**src/rtl/pwtx_pkg.sv**
```systemverilog
package pwtx_pkg;

    typedef enum logic [1:0] {
        ST_IDLE  = 2'd0,
        ST_PAUSE = 2'd1,
        ST_MARK  = 2'd2,
        ST_TRAIL = 2'd3
    } tx_state_e;

endpackage

```
**src/rtl/pwtx_tick_count.sv**
```systemverilog
module pwtx_tick_count #(
    parameter int unsigned CNT_W = 8
) (
    input  logic             clk,
    input  logic             rst_n,
    input  logic             clr_i,
    input  logic             inc_i,
    output logic [CNT_W-1:0] cnt_o
);

    typedef struct packed {
        logic [CNT_W-1:0] cnt;
    } cnt_reg_t;

    cnt_reg_t d, q;

    always_comb begin
        d = q;
        if (clr_i) begin
            d.cnt = '0;
        end else if (inc_i) begin
            d.cnt = q.cnt + CNT_W'(1);
        end
    end

    always_ff @(posedge clk or negedge rst_n) begin
        if (!rst_n) begin
            q <= '0;
        end else begin
            q <= d;
        end
    end

    assign cnt_o = q.cnt;

    // without an increment or clear the count holds
    p_hold_no_tick_r9: assert property (@(posedge clk) disable iff (!rst_n)
        (!clr_i && !inc_i) |=> $stable(cnt_o));

endmodule

```
**src/rtl/pwtx_bit_queue.sv**
```systemverilog
module pwtx_bit_queue #(
    parameter int unsigned MAX_BITS = 16,
    parameter int unsigned NB_W     = 5
) (
    input  logic                clk,
    input  logic                rst_n,
    input  logic                load_i,
    input  logic                adv_i,
    input  logic [MAX_BITS-1:0] data_i,
    input  logic [NB_W-1:0]     nbits_i,
    output logic                cur_bit_o,
    output logic                last_o
);

    typedef struct packed {
        logic [MAX_BITS-1:0] data;
        logic [NB_W-1:0]     rem;
    } queue_reg_t;

    queue_reg_t d, q;
    logic [NB_W-1:0] nb_clamped;

    always_comb begin
        if (nbits_i == '0) begin
            nb_clamped = NB_W'(1);
        end else if (nbits_i > NB_W'(MAX_BITS)) begin
            nb_clamped = NB_W'(MAX_BITS);
        end else begin
            nb_clamped = nbits_i;
        end
    end

    always_comb begin
        d = q;
        if (load_i) begin
            d.data = data_i;
            d.rem  = nb_clamped;
        end else if (adv_i) begin
            d.data = q.data >> 1;
            d.rem  = q.rem - NB_W'(1);
        end
    end

    always_ff @(posedge clk or negedge rst_n) begin
        if (!rst_n) begin
            q <= '0;
        end else begin
            q <= d;
        end
    end

    assign cur_bit_o = q.data[0];
    assign last_o    = (q.rem == NB_W'(1));

    // remaining count never exceeds the maximum frame length
    p_rem_range_r6: assert property (@(posedge clk) disable iff (!rst_n)
        q.rem <= NB_W'(MAX_BITS));

    // the controller never steps past the final bit
    p_adv_nonempty_r6: assert property (@(posedge clk) disable iff (!rst_n)
        adv_i |-> (q.rem > NB_W'(1)));

endmodule

```
**src/rtl/pwtx_frame_tx.sv**
```systemverilog
module pwtx_frame_tx
    import pwtx_pkg::*;
#(
    parameter int unsigned MAX_BITS = 16,
    parameter int unsigned PAUSE_T  = 30,
    parameter int unsigned ONE_T    = 150,
    parameter int unsigned ZERO_T   = 90,
    localparam int unsigned NB_W    = $clog2(MAX_BITS + 1),
    localparam int unsigned CNT_W   = $clog2(ONE_T)
) (
    input  logic                clk,
    input  logic                rst_n,
    input  logic                tick_i,
    input  logic                start_i,
    input  logic [MAX_BITS-1:0] data_i,
    input  logic [NB_W-1:0]     nbits_i,
    output logic                carrier_o,
    output logic                busy_o,
    output logic                done_o
);

    typedef struct packed {
        tx_state_e st;
        logic      car;
        logic      done;
    } ctl_reg_t;

    ctl_reg_t d, q;

    logic [CNT_W-1:0] cnt;
    logic [CNT_W-1:0] lim;
    logic             hit;
    logic             clr;
    logic             load;
    logic             adv;
    logic             cur_bit;
    logic             last_bit;

    pwtx_tick_count #(
        .CNT_W (CNT_W)
    ) u_tick (
        .clk   (clk),
        .rst_n (rst_n),
        .clr_i (clr),
        .inc_i (tick_i && (q.st != ST_IDLE)),
        .cnt_o (cnt)
    );

    pwtx_bit_queue #(
        .MAX_BITS (MAX_BITS),
        .NB_W     (NB_W)
    ) u_queue (
        .clk       (clk),
        .rst_n     (rst_n),
        .load_i    (load),
        .adv_i     (adv),
        .data_i    (data_i),
        .nbits_i   (nbits_i),
        .cur_bit_o (cur_bit),
        .last_o    (last_bit)
    );

    // Terminal count of the current phase
    always_comb begin
        if (q.st == ST_MARK) begin
            lim = cur_bit ? CNT_W'(ONE_T - 1) : CNT_W'(ZERO_T - 1);
        end else begin
            lim = CNT_W'(PAUSE_T - 1);
        end
    end

    assign hit = tick_i && (cnt == lim);

    always_comb begin
        d      = q;
        d.done = 1'b0;
        clr    = 1'b0;
        load   = 1'b0;
        adv    = 1'b0;
        unique case (q.st)
            ST_IDLE: begin
                if (start_i) begin
                    d.st  = ST_PAUSE;
                    d.car = 1'b0;
                    load  = 1'b1;
                    clr   = 1'b1;
                end
            end
            ST_PAUSE: begin
                if (hit) begin
                    d.st  = ST_MARK;
                    d.car = 1'b1;
                end
            end
            ST_MARK: begin
                if (hit) begin
                    clr   = 1'b1;
                    d.car = 1'b0;
                    if (last_bit) begin
                        d.st = ST_TRAIL;
                    end else begin
                        adv  = 1'b1;
                        d.st = ST_PAUSE;
                    end
                end
            end
            ST_TRAIL: begin
                if (hit) begin
                    clr    = 1'b1;
                    d.car  = 1'b1;
                    d.done = 1'b1;
                    d.st   = ST_IDLE;
                end
            end
            default: begin
                d.st  = ST_IDLE;
                d.car = 1'b1;
            end
        endcase
    end

    always_ff @(posedge clk or negedge rst_n) begin
        if (!rst_n) begin
            q.st   <= ST_IDLE;
            q.car  <= 1'b1;
            q.done <= 1'b0;
        end else begin
            q <= d;
        end
    end

    assign carrier_o = q.car;
    assign busy_o    = (q.st != ST_IDLE);
    assign done_o    = q.done;

    // an accepted start opens the first gap on the next cycle
    p_start_takes_r2: assert property (@(posedge clk) disable iff (!rst_n)
        (start_i && !busy_o) |=> (busy_o && !carrier_o));

    // the tick count stays inside the gap window during gaps
    p_pause_window_r3: assert property (@(posedge clk) disable iff (!rst_n)
        (q.st == ST_PAUSE || q.st == ST_TRAIL) |-> (cnt < CNT_W'(PAUSE_T)));

    // no symbol runs past the long symbol length
    p_symbol_bound_r4: assert property (@(posedge clk) disable iff (!rst_n)
        busy_o |-> (cnt < CNT_W'(ONE_T)));

    // done is a single cycle and coincides with carrier restore
    p_done_single_r7: assert property (@(posedge clk) disable iff (!rst_n)
        done_o |=> !done_o);

    p_done_restore_r7: assert property (@(posedge clk) disable iff (!rst_n)
        done_o |-> (carrier_o && !busy_o));

    // a start during a frame does not restart it
    p_busy_ignore_r8: assert property (@(posedge clk) disable iff (!rst_n)
        (busy_o && start_i && !hit) |=> $stable(carrier_o));

    // no tick, no change
    p_no_tick_r9: assert property (@(posedge clk) disable iff (!rst_n)
        (busy_o && !tick_i) |=> ($stable(carrier_o) && $stable(busy_o)));

    // idle carrier is on
    p_idle_high_r10: assert property (@(posedge clk) disable iff (!rst_n)
        !busy_o |-> carrier_o);

endmodule

```
**config.mk**
```make
export PLATFORM = sky130hd
export DESIGN_NAME = pwtx_frame_tx
export DESIGN_NICKNAME = d
export VERILOG_FILES = /design/src/rtl/pwtx_pkg.sv /design/src/rtl/pwtx_tick_count.sv /design/src/rtl/pwtx_bit_queue.sv /design/src/rtl/pwtx_frame_tx.sv
export SDC_FILE = /design/constraint.sdc
export NUM_CORES = 1
export LEC_CHECK = 0
export BUFFER_PORTS_ARGS = -buffer_cell sky130_fd_sc_hd__buf_2
export CAP_MARGIN = 10
export CORE_ASPECT_RATIO = 0.7
export CORE_MARGIN = 3
export CORE_UTILIZATION = 35
export DETAILED_ROUTE_END_ITERATION = 7
export PLACE_DENSITY_LB_ADDON = 0.05
export SKIP_CTS_REPAIR_TIMING = 1
export SLEW_MARGIN = 25
export SYNTH_ARGS = -nofsm -noshare
export SYNTH_HDL_FRONTEND = slang
export SYNTH_SLANG_ARGS = --single-unit
```
**constraint.sdc**
```tcl
create_clock -name clk -period 5.8 [get_ports clk]
set_input_delay 0.29 -clock clk [delete_from_list [all_inputs] [get_ports clk]]
set_output_delay 0.29 -clock clk [all_outputs]
set_load 0.02 [all_outputs]
```
==> results.md <==
- The final route contains 1210 vias.
- The signal on the critical path passes through nor3b_1 -> mux2i_2 -> nand3_2 -> mux2_4 -> o21ai_2.
- The class of the tightest hold or removal check is in2async.
- The final number of setup-violating endpoints is 0.
- The final setup skew is 0.003103 ns.
- The H-tree level count is 2.
- The share of cells above drive strength 1 is 0.2256.
- Synthesis inferred 33 register bits.
- At the placement stage, the worst setup path has a slack of 3.393 ns.
- In this run the worst path has a maximum fanout of 18.
- Dividing total power by cell area gives a power density of 406.0 nW/um^2.
- The startpoint class of the critical path is a register.
- The most frequent standard cell in the layout excluding fill and tap cells is sky130_fd_sc_hd__dfrtp_1.
- The number of input and output port buffers inserted is 27.
- The fraction of the cycle the final worst path needs is 0.4101.
- In this run the static leakage power is 0.9686 nW.
- In the global route stage, overall resource usage came out at 0.1235.
- Before antenna repair, the detailed router went through 4 iterations.
- The clock tree from TritonCTS is yes.
- After clock tree synthesis, the clock-pin slew on the worst setup and hold paths is 0.07 ns.
- The flow ran to the end, and the final reports show no timing, DRC or antenna violations.
- The cell sitting at the root of the clock tree is a sky130_fd_sc_hd__clkbuf_8.
- The depth of the worst register-to-register path is 5.
- Setup repair after global routing left no endpoint under its margin.
- The floorplan step set the die width to 89.65 microns.
- The floorplan step set the die height to 64.55 microns.
- The design draws 805.2 uW.
- The net count after synthesis is 196.
- The data arrival at the endpoint of the critical path is 2.58 ns.
- In this design, the stage delay of the slowest critical-path cell is 0.52 ns.
- The fraction of the yosys area taken by sequential cells is 0.4825.
- In this run, CTS created clock tree buffers numbering 5.
- The core footprint is 4529 sq um.
- The final-report max-slew violation count is 0.
- The placed instance count is 253.
- By area, the combinational part of the netlist is dominated by simple AND/OR/NAND/NOR gates.
- Of the total synthesized cell area, the portion taken by AND, OR, NAND and NOR gates is 0.1766.
- The number of antenna violations at the first check in global routing is 0.
- The per-cell via count in the routed design is 4.636.
- The number of different library cells used by synthesis comes to 37.
- In this run the remaining antenna-violating nets after routing total 0.
- The share of the synthesized area in compound gates (AO/OA/AOI/OAI) came to 0.1073.
- In the final routed layout, each cell accounts on average for 12.37 microns.
- After detailed routing, the number of remaining DRC violations is 0.
- The layout-stage area growth over the synthesis result is 15.69%.
- The initial utilization of the core area, before any placement, comes to 0.3785.
- The adder and majority cell fraction of the synthesized area is 0.02920.
- At the end of routability-driven placement, the weighted congestion stood at 0.7826.
- 28 I/O pins were placed.
- The cell area that synthesis handed to floorplanning was 1714 sq um.
- At the pin with the least slew margin, the transition time is 0.7485 ns.
- At the end of the flow, the number of nets in the layout was 223.
- The share of synthesized area in the top cell type comes to 0.4672.
- The die covers 5787 sq um.
- Summed over all instances, the cell type with the most area after synthesis is sky130_fd_sc_hd__dfrtp_1.
- After synthesis, the share of cell area in mux cells is 0.1044.
- Headroom to the max-slew limit came out at 0.5010.
- The number of buffers on the longest clock path is 2.
- In the post-synthesis netlist, the biggest area contributors are sky130_fd_sc_hd__dfrtp_1, sky130_fd_sc_hd__mux2i_1, sky130_fd_sc_hd__a21oi_1, sky130_fd_sc_hd__nor2_1, sky130_fd_sc_hd__xor2_1.
- Across the run, the number of max-cap violations was 0.
- The worst-case IR drop observed on VDD is 0.1542 mV.
- The setup slack of the critical path after layout is 3.421 ns.
- The number of hold violations in the final report is 0.
- The total wirelength of the detailed-routed design is 3229 microns.
- The number of diodes is 0.
- Counting every sink on the clock net gives 33.
- In the layout the commonest cells are sky130_fd_sc_hd__dfrtp_1, sky130_fd_sc_hd__buf_2, sky130_fd_sc_hd__nor2_1.
- The number of global-route vias before repair is 1197.
- Once placement finished, the instance area stood at 1882 sq um.
- In the final timing run, aggregate negative setup slack is 0 ns.
- The capturing element type of the critical path is a register.
- The count of non-filler cells in the finished layout is 261.
- The number of instances in the synthesized netlist is 167.
- The initial detailed-routing violation count is 26.
- The summed area of non-filler cells in the final layout is 1983 sq um.
- The post-synthesis xor/xnor area fraction is 0.05620.
- The total number of yosys warnings is 0.
- For the worst setup path, the data required time is 6.00 ns.
- The clock insertion delay at the later pin of the skew report is 0.27 ns.
- The average cell area after synthesis is 10.26 sq um.
- The global-route wire length before repair is 5547 microns.
- Detailed placement finished with a half-perimeter wire length of 2326 microns.
- The cell with the largest stage delay on the worst path is sky130_fd_sc_hd__nand3_2.
- The type of the worst setup path is reg2reg.
- The worst path needs 2.379 ns of the cycle, external delays included.
- The highest attainable clock frequency is 420.4 MHz.
- The row count is 20.
- The largest net degree at the start of global routing is 38.
- The overflow left after global routing is 0.
path summary, 6_finish.rpt:
| check | end | slack (ns) | start |
|---|---|---|---|
| max | u_queue.q[1] | 3.42 | q[2] |
| min | u_tick.cnt_o[7] | 0.07 | rst_n |
| max reg2reg | u_queue.q[1] | 3.42 | q[2] |
| min reg2reg | carrier_o | 0.48 | carrier_o |
| max in group asynchronous | u_tick.cnt_o[6] | 5.24 | rst_n |
| min in group clk | u_queue.q[20] | 0.21 | data_i[15] |
sequential cells by signal (all words and copies together), names as in the netlist:
name and flops:
u_tick.cnt_o 8, u_queue.cur_bit_o 1, done_o 1, carrier_o 1
u_queue.q 20, q 2
metrics by stage:
stage	util	hold WS, ns
global placement	0.4149	0.4019
global route	0.4378	0.1392
CTS	0.4378	0.1073
detailed placement	0.4155	0.4080
floorplan	-	-0.005591
finish	0.4378	0.07395
per-layer routing:
metal  vias up  track usage  wire length [microns]
li1        634            -                      -
met1       556       0.1810                   1666
met2        20       0.1743                   1368
met3         0      0.04193                    194
met4         0      0.02788                      0
met5         -            0                      0
logic make-up (layout without fill, tap and decap cells):
kind of cell,after synthesis,after routing
mux,17,17
simple gates,58,58
compound gates,31,31
flops,33,33
xor+xnor,11,11
buf+inv,13,41
fa+ha+maj,4,4
critical path, delay by kind of cell, from the launching register on:
kind	cells	cell delay [ns]
simple gates	2	0.84
compound gates	1	0.11
mux	2	0.88
flops	1	0.47
area by class of cell:
class                   count  area (sq um)
clock buffers               7         96.34
multi-input cells         121         814.5
flip-flops and latches     33         827.0
inverters                   6         22.52
repair buffers             27         135.1
well taps                  66         82.58
clock inverters             1         5.005
fillers                   443          2546
synthesized netlist by cell type, drive strengths merged:
master / count
a211oi: 2
a21o: 1
a21oi: 20
and2: 2
and3: 2
and3b: 1
and4: 1
buf: 4
clkbuf: 3
dfrtp: 32
dfstp: 1
ha: 4
inv: 6
mux2: 1
mux2i: 16
nand2: 6
nand2b: 1
nand3: 6
nand4: 5
nand4b: 1
nand4bb: 1
nor2: 26
nor3: 2
nor3b: 2
o211ai: 1
o21a: 2
o21ai: 5
or3b: 1
or4b: 1
xnor2: 2
xor2: 9
power breakdown:
group	switching [mW]	total, mW	leakage [nW]	internal (mW)
Combinational	0.101	0.210	0.531	0.109
Clock	0.0808	0.188	0.0542	0.107
Sequential	0.0820	0.407	0.384	0.325
Note: power is estimated with default switching activity, not from simulation.
